--- config.mk ---
export PLATFORM = sky130hd
export DESIGN_NAME = mmc_bank_mapper
export DESIGN_NICKNAME = d
export VERILOG_FILES = /design/src/rtl/mmc_map_pkg.sv /design/src/rtl/mmc_reg_file.sv /design/src/rtl/mmc_prg_xlate.sv /design/src/rtl/mmc_chr_xlate.sv /design/src/rtl/mmc_bank_mapper.sv
export SDC_FILE = /design/constraint.sdc
export NUM_CORES = 1
export LEC_CHECK = 0
export BUFFER_PORTS_ARGS = -buffer_cell sky130_fd_sc_hd__buf_2
export CAP_MARGIN = 10
export CORE_MARGIN = 2
export CORE_UTILIZATION = 29
export DETAILED_ROUTE_END_ITERATION = 10
export MAX_ROUTING_LAYER = met4
export SETUP_SLACK_MARGIN = 0.5
export SLEW_MARGIN = 15
export SYNTH_ARGS = -nofsm -noshare
export SYNTH_HDL_FRONTEND = slang
export SYNTH_SLANG_ARGS = --single-unit
--- constraint.sdc ---
create_clock -name bus_clk -period 5.4 [get_ports bus_clk]
set_clock_uncertainty 0.05 [all_clocks]
set_input_delay 0.81 -clock bus_clk [delete_from_list [all_inputs] [get_ports bus_clk]]
set_output_delay 0.81 -clock bus_clk [all_outputs]
set_load 0.01 [all_outputs]
--- src/rtl/mmc_map_pkg.sv ---
package mmc_map_pkg;
  localparam int REG_W     = 8;
  localparam int NUM_BANKS = 8;
  localparam int IDX_W     = $clog2(NUM_BANKS);

  typedef struct packed {
    logic             chr_inv;
    logic             prg_swap;
    logic [IDX_W-1:0] idx;
  } ctrl_t;

  typedef enum logic [2:0] {
    KEY_CTRL   = 3'b000,
    KEY_DATA   = 3'b001,
    KEY_MIRROR = 3'b010,
    KEY_WRAM   = 3'b011
  } wkey_e;

  typedef logic [NUM_BANKS-1:0][REG_W-1:0] bank_arr_t;
endpackage

--- src/rtl/mmc_reg_file.sv ---
module mmc_reg_file
  import mmc_map_pkg::*;
(
  input  logic             bus_clk,
  input  logic             rst_sync_n,
  input  logic             wr_strobe,
  input  logic [2:0]       wr_key,
  input  logic [REG_W-1:0] wr_data,
  output ctrl_t            ctrl_q,
  output bank_arr_t        bank_q,
  output logic             mirror_q,
  output logic             wram_en_q,
  output logic             wram_wp_q
);
  logic  ctrl_en, data_en, mirror_en, wram_en_en;
  ctrl_t ctrl_d;

  always_comb begin
    ctrl_en    = wr_strobe && (wr_key == KEY_CTRL);
    data_en    = wr_strobe && (wr_key == KEY_DATA);
    mirror_en  = wr_strobe && (wr_key == KEY_MIRROR);
    wram_en_en = wr_strobe && (wr_key == KEY_WRAM);
    ctrl_d.chr_inv  = wr_data[7];
    ctrl_d.prg_swap = wr_data[6];
    ctrl_d.idx      = wr_data[IDX_W-1:0];
  end

  always_ff @(negedge bus_clk or negedge rst_sync_n) begin
    if (!rst_sync_n) begin
      ctrl_q    <= '0;
      mirror_q  <= 1'b0;
      wram_en_q <= 1'b0;
      wram_wp_q <= 1'b0;
    end else begin
      if (ctrl_en)    ctrl_q   <= ctrl_d;
      if (mirror_en)  mirror_q <= wr_data[0];
      if (wram_en_en) begin
        wram_en_q <= wr_data[7];
        wram_wp_q <= wr_data[6];
      end
    end
  end

  for (genvar g = 0; g < NUM_BANKS; g++) begin : g_bank
    logic bank_en;
    always_comb bank_en = data_en && (ctrl_q.idx == IDX_W'(g));
    always_ff @(negedge bus_clk or negedge rst_sync_n) begin
      if (!rst_sync_n)  bank_q[g] <= '0;
      else if (bank_en) bank_q[g] <= wr_data;
    end
  end
endmodule

--- src/rtl/mmc_prg_xlate.sv ---
module mmc_prg_xlate
  import mmc_map_pkg::*;
#(
  parameter int PRG_W = 6
) (
  input  logic             prg_swap,
  input  logic [1:0]       cpu_win,
  input  logic [REG_W-1:0] bank6,
  input  logic [REG_W-1:0] bank7,
  output logic [PRG_W-1:0] prg_bank
);
  localparam logic [PRG_W-1:0] LAST_BANK   = '1;
  localparam logic [PRG_W-1:0] SECOND_LAST = LAST_BANK - PRG_W'(1);

  always_comb begin
    unique case (cpu_win)
      2'd0:    prg_bank = prg_swap ? SECOND_LAST : bank6[PRG_W-1:0];
      2'd1:    prg_bank = bank7[PRG_W-1:0];
      2'd2:    prg_bank = prg_swap ? bank6[PRG_W-1:0] : SECOND_LAST;
      default: prg_bank = LAST_BANK;
    endcase
  end
endmodule

--- src/rtl/mmc_chr_xlate.sv ---
module mmc_chr_xlate
  import mmc_map_pkg::*;
#(
  parameter int CHR_W = 8
) (
  input  logic             chr_inv,
  input  logic [2:0]       ppu_a12_10,
  input  bank_arr_t        bank_q,
  output logic [CHR_W-1:0] chr_bank
);
  logic             half_sel;
  logic [REG_W-1:0] pair_val;
  logic [REG_W-1:0] quad_val;

  always_comb begin
    half_sel = ppu_a12_10[2] ^ chr_inv;
    pair_val = ppu_a12_10[1] ? bank_q[1] : bank_q[0];
    quad_val = bank_q[2 + int'(ppu_a12_10[1:0])];
    if (!half_sel) chr_bank = {pair_val[CHR_W-1:1], ppu_a12_10[0]};
    else           chr_bank = quad_val[CHR_W-1:0];
  end
endmodule

--- src/rtl/mmc_bank_mapper.sv ---
module mmc_bank_mapper
  import mmc_map_pkg::*;
#(
  parameter int PRG_W = 6,
  parameter int CHR_W = 8
) (
  input  logic             bus_clk,
  input  logic             rst_n,
  input  logic [2:0]       cpu_a15_13,
  input  logic             cpu_a0,
  input  logic             cpu_rw,
  input  logic             prg_ce_n,
  input  logic [7:0]       cpu_din,
  input  logic [2:0]       ppu_a12_10,
  output logic [PRG_W-1:0] prg_bank,
  output logic [CHR_W-1:0] chr_bank,
  output logic             ntab_a10,
  output logic             wram_ce,
  output logic             wram_we
);
  logic      rst_meta, rst_sync_n;
  logic      wr_strobe;
  logic [2:0] wr_key;
  ctrl_t     ctrl_q;
  bank_arr_t bank_q;
  logic      mirror_q, wram_en_q, wram_wp_q;
  logic      chr_inv, prg_swap;

  always_ff @(negedge bus_clk or negedge rst_n) begin
    if (!rst_n) begin
      rst_meta   <= 1'b0;
      rst_sync_n <= 1'b0;
    end else begin
      rst_meta   <= 1'b1;
      rst_sync_n <= rst_meta;
    end
  end

  always_comb begin
    wr_strobe = !cpu_rw && !prg_ce_n && cpu_a15_13[2];
    wr_key    = {cpu_a15_13[1:0], cpu_a0};
    chr_inv   = ctrl_q.chr_inv;
    prg_swap  = ctrl_q.prg_swap;
  end

  mmc_reg_file u_regs (
    .bus_clk    (bus_clk),
    .rst_sync_n (rst_sync_n),
    .wr_strobe  (wr_strobe),
    .wr_key     (wr_key),
    .wr_data    (cpu_din),
    .ctrl_q     (ctrl_q),
    .bank_q     (bank_q),
    .mirror_q   (mirror_q),
    .wram_en_q  (wram_en_q),
    .wram_wp_q  (wram_wp_q)
  );

  mmc_prg_xlate #(.PRG_W(PRG_W)) u_prg (
    .prg_swap (prg_swap),
    .cpu_win  (cpu_a15_13[1:0]),
    .bank6    (bank_q[6]),
    .bank7    (bank_q[7]),
    .prg_bank (prg_bank)
  );

  mmc_chr_xlate #(.CHR_W(CHR_W)) u_chr (
    .chr_inv    (chr_inv),
    .ppu_a12_10 (ppu_a12_10),
    .bank_q     (bank_q),
    .chr_bank   (chr_bank)
  );

  always_comb begin
    ntab_a10 = mirror_q ? ppu_a12_10[1] : ppu_a12_10[0];
    wram_ce  = wram_en_q && (cpu_a15_13 == 3'b011);
    wram_we  = wram_ce && !wram_wp_q && !cpu_rw;
  end
endmodule

Word-level counts from Yosys, hierarchy flattened

Index checks and enable logic that the tools add are counted.

Bits in registers: 74
Bits of input ports: 19
Output and inout bits: 17
Logic and storage cells: 64

Reductions and logical operators: 23
Add/sub/neg operators: 1
Muxes and demuxes: 9
Eq/ne operators: 13
Bitwise gates (word level): 1
$lt $le $gt $ge: 1

Operator list:

| kind                                                        | number |
|---|---|
| less-than comparator 32 x 5 -> 1 bit, second input constant | 1 |
| two-way mux 8 bit                                           | 4 |
| binary-select mux 8 bit (select 3 bit)                      | 1 |
| case mux 6 bit (3 select lines)                             | 1 |
| logical AND 1 bit                                           | 17 |
| equality test 3 x 2 -> 1 bit, second input constant         | 5 |
| equality test 3 bit, second input constant                  | 4 |
| two-way mux 6 bit                                           | 2 |
| equality test 3 x 1 -> 1 bit, second input constant         | 2 |
| zero test 3 bit                                             | 2 |
| adder 2 x 2 -> 3 bit, first input constant                  | 1 |
| zero test 1 bit                                             | 3 |
| equality test 2 x 1 -> 1 bit, second input constant         | 1 |
| equality test 2 bit, second input constant                  | 1 |
| zero test 2 bit                                             | 1 |
| two-way mux 1 bit                                           | 1 |
| XOR 1 bit                                                   | 1 |

Logic depth before layout (Yosys ltp)

Gate-level depths: netlist of the first run.

Depth after elaboration: 5
Depth in mapped cells: 5

Cells and area by module

From an unflattened synthesis of the first run, not the netlist that was laid out.

Cell total of the unflattened synthesis: 238
Area total of the unflattened synthesis: 3510.9 um^2

By module, submodules not included:

| module          | area each (um^2) | instances | cells each |
|---|---|---|---|
| mmc_reg_file    | 2826.5           | 1         | 168 |
| mmc_chr_xlate   | 371.6            | 1         | 37 |
| mmc_prg_xlate   | 217.7            | 1         | 26 |
| mmc_bank_mapper | 95.1             | 1         | 7 |

==> results.py, run 1 <==
metrics = {
    "sta": {
        "rsz0062_at_grt": "true",
        "slew_headroom_pct": 44.1,
        "report.final.slew_viol_count": 0,
        "worstMarginPinSlew_ns": 0.838,
        "setup_slack_ns": 0.348,
        "fin_tns_setup_ns": 0,
        "hold_viol": 0,
        "setup_viol": 0,
        "holdWs_ns": 0.251,
    },
    "detailed_routing": {
        "routed_wl_um": 6790,
        "ant_nets": 0,
        "vias": 1901,
        "wl_met1_um": 3130,
        "route.met3.wl_um": 283,
        "firstDrtPassIters": 4,
        "drtIter0Drc": 75,
        "drc": 0,
        "wl_met2_um": 3330,
        "routed.top_layer": "met4",
        "vias_per_cell": 4.73,
        "wl_per_cell_um": 16.9,
    },
    "floorplanning": {
        "fp.dieH_um": 111,
        "io_pins": 36,
        "row_count": 38,
        "start_util_pct": 30.1,
        "fp.dieW_um": 111,
        "core-area_sq_um": 11000,
        "die_area_sq_um": 12300,
    },
    "critical_path": {
        "crit_arrival_ns": 4.19,
        "critPathSlowestCell": "dfrtn_1",
        "worst_setup_path_start_kind": "flop",
        "cp_max_fo": 11,
        "cp_top_family": "flip-flops",
        "cp_cell_sequence": "xor2_2, buf_6, buf_12, nand2_1, o21ai_1, buf_2",
        "end_kind": "primary output",
        "critPathRequiredTime_ns": 4.54,
        "crit_type": "flop to primary output",
        "crit_buf_inv": 3,
        "critical_path.max_stage_delay_ns": 0.46,
    },
    "pwr": {
        "leakage_uw": 0.00203,
        "powerDensity_nw_per_um2": 345,
        "ir_worst_vdd_uv": 176,
    },
    "clocking": {
        "clk_pin_slew_ns": 0.04,
        "h-tree-depth": 3,
        "cts_made_buffers": 9,
        "cts_root_buffer": "clkbuf_16",
        "clk_path_buf_depth": 2,
        "cts_sinks": 68,
        "hold_buffers": 0,
        "insertion_delay_ns": 0.33,
        "tritoncts": "yes",
    },
    "global_routing": {
        "grt_first_pass_wirelength_um": 11600,
        "grt_usage_pct": 12.5,
        "grt-ovfl-total": 0,
        "grt_start_max_net_pins": 67,
        "antenna_found_initial": 0,
        "grt_pass1_vias": 2106,
    },
    "placement": {
        "pre_cts_ws_ns": 0.422,
        "dp.final_hpwl_um": 4490,
        "gp_congestion": 0.715,
        "port_buffers": 35,
        "place_area_sq_um": 3620,
        "dp.cells": 382,
    },
    "layout": {
        "layout.nets": 276,
        "n_antenna_cell": 0,
        "instances_no_fill": 402,
        "design_area_sq_um": 4010,
        "syn_to_final_growth_pct": 21.5,
        "fillCellCount": 1036,
        "drive_gt1_share_pct": 42.7,
    },
    "synth": {
        "ys_types": 32,
        "yosys_warnings": 0,
        "synthArstFlopShare_pct": 100,
        "synth_top_area_share_pct": 51.5,
        "ys.flop_type": "dfrtn_1",
        "mappedNetlistNets": 233,
        "synthCells": 214,
        "synth_top_area_cell": "dfrtn_1",
        "synth-seq-area-share_pct": 51.5,
        "synthTopCellsByArea": "dfrtn_1 (51%), mux2_4 (14%), mux2_1 (12%), mux4_2 (4.8%), nand4_4 (2.6%)",
        "syn_area_per_cell_sq_um": 15.4,
        "synth_edf_count": 0,
        "ys_ff_latch": 68,
        "synth_area_sq_um": 3300,
    },
    "run_status": {
        "status": "completed",
    },
    "worst_hold_path": {
        "hp-class": "flop to flop",
    },
    "job": {
        "drv_cap": 0,
    },
}
flip-flops by register name (all words and copies together), names as in the netlist:
| signal | count |
|---|---|
| u_regs.mirror_q | 1 |
| rst_meta | 1 |
| u_regs.ctrl_q | 5 |
| u_regs.bank_q | 58 |
| u_regs.wram_wp_q | 1 |
| rst_sync_n | 1 |
| u_regs.wram_en_q | 1 |
metal layers:
metal  global-route usage [%]  vias to the layer above
met5                        -                        -
met4                     2.58                        0
met3                     4.37                        7
met2                     18.9                       33
met1                     16.3                      984
li1                         -                      877
metrics by stage:
stage / utilization (%) / total power (uW)
after detailed placement: 33.0 / 754
after CTS: 36.5 / 1400
after global placement: 33.0 / 750
after floorplan: - / 701
after global routing: 36.5 / 1440
final: 36.5 / 1380
final timing paths:
check / startpoint / depth (start not counted) / to / slack [ns]
worst max register to register: u_regs.ctrl_q[1]$_DFFE_NN0P_ / 3 / u_regs.bank_q[1]$_DFFE_NN0P_ / 3.62
max in group asynchronous: rst_n / 1 / rst_sync_n$_DFF_NN0_ / 2.39
min in group asynchronous: rst_sync_n$_DFF_NN0_ / 1 / u_regs.bank_q[59]$_DFFE_NN0P_ / 0.34
worst min-delay path: rst_meta$_DFF_NN0_ / 0 / rst_sync_n$_DFF_NN0_ / 0.25
worst min register to register: rst_meta$_DFF_NN0_ / 0 / rst_sync_n$_DFF_NN0_ / 0.25
worst max-delay path: u_regs.ctrl_q[4]$_DFFE_NN0P_ / 6 / chr_bank[2] / 0.35
kinds of logic (layout without fill, tap and decap cells):
kind of cell | count (synthesis) | count (layout) | share of synthesized area [%]
buffers and inverters | 10 | 58 | 1.63
other | 1 | 1 | 0.113
xor gates and xnor gates | 1 | 1 | 0.265
muxes | 83 | 83 | 33.8
AOI/OAI and AO/OA | 17 | 17 | 3.26
and+or+nand+nor | 34 | 34 | 9.47
DFF | 68 | 68 | 51.5
report_power, final:
part | total, uW | switching [uW] | internal [uW]
combinational | 184 | 90.1 | 93.7
clock | 619 | 217 | 402
sequential | 582 | 28.4 | 553
final cells by class:
| type | instances | area [sq um] | area share (%) |
|---|---|---|---|
| clock buffer | 9 | 225 | 5.61 |
| clock inverter | 7 | 91.3 | 2.28 |
| multi-input combinational | 136 | 1580 | 39.3 |
| sequential | 68 | 1700 | 42.4 |
| tap | 140 | 175 | 4.36 |
| timing repair buffer | 42 | 244 | 6.08 |
placed cells by master, fill, tap and decap left out, drive strengths merged, types with 3 or more instances in the layout:
cell type,count
buf,42
clkbuf,9
clkinv,4
dfrtn,68
mux2,68
mux2i,8
mux4,7
nand2,11
nand3,4
nand4,4
nor2,3
nor2b,3
o21ai,9
o22a,5
synth_stat cells (2+ instances only):
library cell   n
dfrtn_1       68
mux2_1        36
mux2_4        30
nand2_1       11
o21ai_1        9
mux2i_1        8
mux4_2         7
o22a_1         5
buf_2          4
nand3_4        4
nand4_4        4
buf_1          3
nor2b_1        3
and2_1         2
mux2_2         2
nor2_1         2
timing repair:
| item | CTS | global route |
|---|---|---|
| gates resized for setup | 5 | 2 |
| setup endpoints to repair | 13 | 13 |
| setup buffers | 4 | 0 |
| pin swaps | 5 | 4 |
(Power assumes the default switching activity.)
==> inputs of run 2 (changes only) <==
CELL_PAD_IN_SITES_DETAIL_PLACEMENT = 1   (was not set)
CELL_PAD_IN_SITES_GLOBAL_PLACEMENT = 1   (was not set)
CTS_CLUSTER_SIZE = 8   (was not set)
PLACE_DENSITY_LB_ADDON = 0.1   (was not set)
==> run 2 against run 1 <==
  * Clock-buffer cell count increased by 1
  * Combinational power grew 8%
  * Flip-flop and latch count unchanged
  * Clock power increased by 9.7%
==> results.py, run 2 (same netlist as run 1, synthesis figures left out) <==
metrics = {
    "critical_path": {
        "critPathLaunch": "u_regs.ctrl_q[4]$_DFFE_NN0P_",
        "worst_setup_path_start_kind": "flop",
        "regToRegStartpoint": "u_regs.ctrl_q[1]$_DFFE_NN0P_",
        "crit_arrival_ns": 4.18,
        "end_kind": "primary output",
        "crit_type": "flop to primary output",
        "cp_max_fo": 5,
        "critPathRequiredTime_ns": 4.54,
    },
    "floorplanning": {
        "core-area_sq_um": 11000,
        "row_count": 38,
        "fp.dieW_um": 111,
        "io_pins": 36,
        "die_area_sq_um": 12300,
        "start_util_pct": 30.1,
        "fp.dieH_um": 111,
    },
    "global_routing": {
        "grt_start_max_net_pins": 67,
        "grt-ovfl-total": 0,
        "antenna_found_initial": 0,
        "grt_pass1_vias": 2141,
        "grt_first_pass_wirelength_um": 12400,
        "grt_usage_pct": 13.6,
    },
    "pwr": {
        "comb_power_share_pct": 13.6,
        "power.switching_uw": 353,
        "p_clk_share_pct": 46.5,
        "pwr-share-seq_pct": 39.9,
        "intPower_uw": 1110,
        "switching_share_pct": 24.2,
        "ir_worst_vdd_uv": 173,
        "leakage_uw": 0.00207,
        "powerDensity_nw_per_um2": 356,
    },
    "worst_hold_path": {
        "min_from": "rst_meta$_DFF_NN0_",
        "hp-class": "flop to flop",
    },
    "sta": {
        "setup_slack_ns": 0.361,
        "slew_headroom_pct": 41.7,
        "hold_viol": 0,
        "holdWs_ns": 0.246,
        "worstMarginPinSlew_ns": 0.874,
        "setup_viol": 0,
        "rsz0062_at_grt": "true",
        "fin_tns_setup_ns": 0,
        "report.final.slew_viol_count": 0,
    },
    "clocking": {
        "hold_buffers": 0,
        "tritoncts": "yes",
        "cts_made_buffers": 9,
        "h-tree-depth": 3,
        "insertion_delay_ns": 0.34,
        "clk_path_buf_depth": 2,
        "clk_pin_slew_ns": 0.05,
        "cts_sinks": 68,
        "cts_root_buffer": "clkbuf_16",
    },
    "detailed_routing": {
        "drc": 0,
        "vias": 1923,
        "routed_wl_um": 7460,
        "firstDrtPassIters": 4,
        "wl_per_cell_um": 18.4,
        "drtIter0Drc": 44,
        "vias_per_cell": 4.75,
        "ant_nets": 0,
    },
    "layout": {
        "fillCellCount": 1149,
        "largest_reg_flops": 58,
        "syn_to_final_growth_pct": 24.2,
        "top_regs": "u_regs.bank_q x58, u_regs.ctrl_q x5",
        "layout_commonest_cell": "dfrtn_1",
        "layout.nets": 279,
        "n_antenna_cell": 0,
        "regMostFlops": "u_regs.bank_q",
        "drive_gt1_share_pct": 46.4,
        "mostFrequentLayoutCells": "dfrtn_1 (68), mux2_1 (36), buf_2 (35)",
    },
    "job": {
        "drv_cap": 0,
    },
    "placement": {
        "gp_congestion": 0.672,
        "pre_cts_ws_ns": 0.382,
        "dp.final_hpwl_um": 4700,
        "port_buffers": 35,
    },
    "run_status": {
        "status": "completed",
    },
}
[run 2: cell count changes in the layout (fill, tap and decap cells not counted), sizes merged]
cell	before	now
clkbuf	9	10
buf	42	45
inv	0	1
clkinv	4	1
bufinv	2	3
[run 2: repair_timing]
action / CTS / global route
endpoints found under the setup margin: 13 / 15
pin swaps: 6 / 4
buffers inserted: 6 / 0
gates cloned: 1 / 0
gates resized for setup: 11 / 10
[run 2: stage by stage]
step | util [%] | power (uW) | instance area [sq um] | instances
after floorplan | - | 701 | 3300 | 214
after global placement | 33.0 | 755 | 3620 | 382
after detailed placement | 33.0 | 757 | 3620 | 382
after CTS | 37.0 | 1480 | 4070 | 405
after global routing | 37.4 | 1530 | 4100 | 405
final | 37.4 | 1460 | 4100 | 405
[run 2: layer usage]
metal / routed length (um) / part of all wire [%] / vias to the layer above / track usage [%]
li1: - / - / 876 / -
met1: 3570 / 48 / 1010 / 18.3
met2: 3580 / 48 / 28 / 20.3
met3: 223 / 3.0 / 9 / 3.72
met4: 88 / 1.2 / 0 / 4.00
met5: 0 / 0 / - / -
[run 2: worst paths after layout]
check                                                     end  slack, ns  depth (start not counted)
worst max-delay path                              chr_bank[3]       0.36                          6
worst min-delay path                     rst_sync_n$_DFF_NN0_       0.25                          0
worst max register to register  u_regs.bank_q[13]$_DFFE_NN0P_       3.63                          3
worst min register to register           rst_sync_n$_DFF_NN0_       0.25                          0
max in group asynchronous                  rst_meta$_DFF_NN0_       2.39                          1
min in group asynchronous        u_regs.bank_q[4]$_DFFE_NN0P_       0.35                          1
[run 2: layout make-up]
| class | instances | area (sq um) | area share (%) |
|---|---|---|---|
| flip-flops and latches | 68 | 1700 | 41.5 |
| clock inverters | 6 | 111 | 2.71 |
| repair buffers | 45 | 278 | 6.77 |
| well taps | 140 | 175 | 4.27 |
| clock buffers | 10 | 229 | 5.58 |
| multi-input cells | 136 | 1610 | 39.2 |
[run 2: power groups by stage]
| stage | clock (uW) | sequential (uW) | combinational [uW] |
|---|---|---|---|
| global route | 720 | 588 | 219 |
| CTS | 699 | 582 | 198 |
| detailed placement | 0 | 590 | 167 |
| floorplan | 0 | 583 | 117 |
| finish | 679 | 582 | 199 |
| global placement | 0 | 590 | 166 |
[run 2: worst max-delay path, stage by stage, from the launching register on]
cell and delay, ns:
dfrtn_1 0.44, xor2_2 0.18, buf_6 0.16, buf_12 0.12, nand2_4 0.04, o21ai_1 0.06, buf_2 0.14
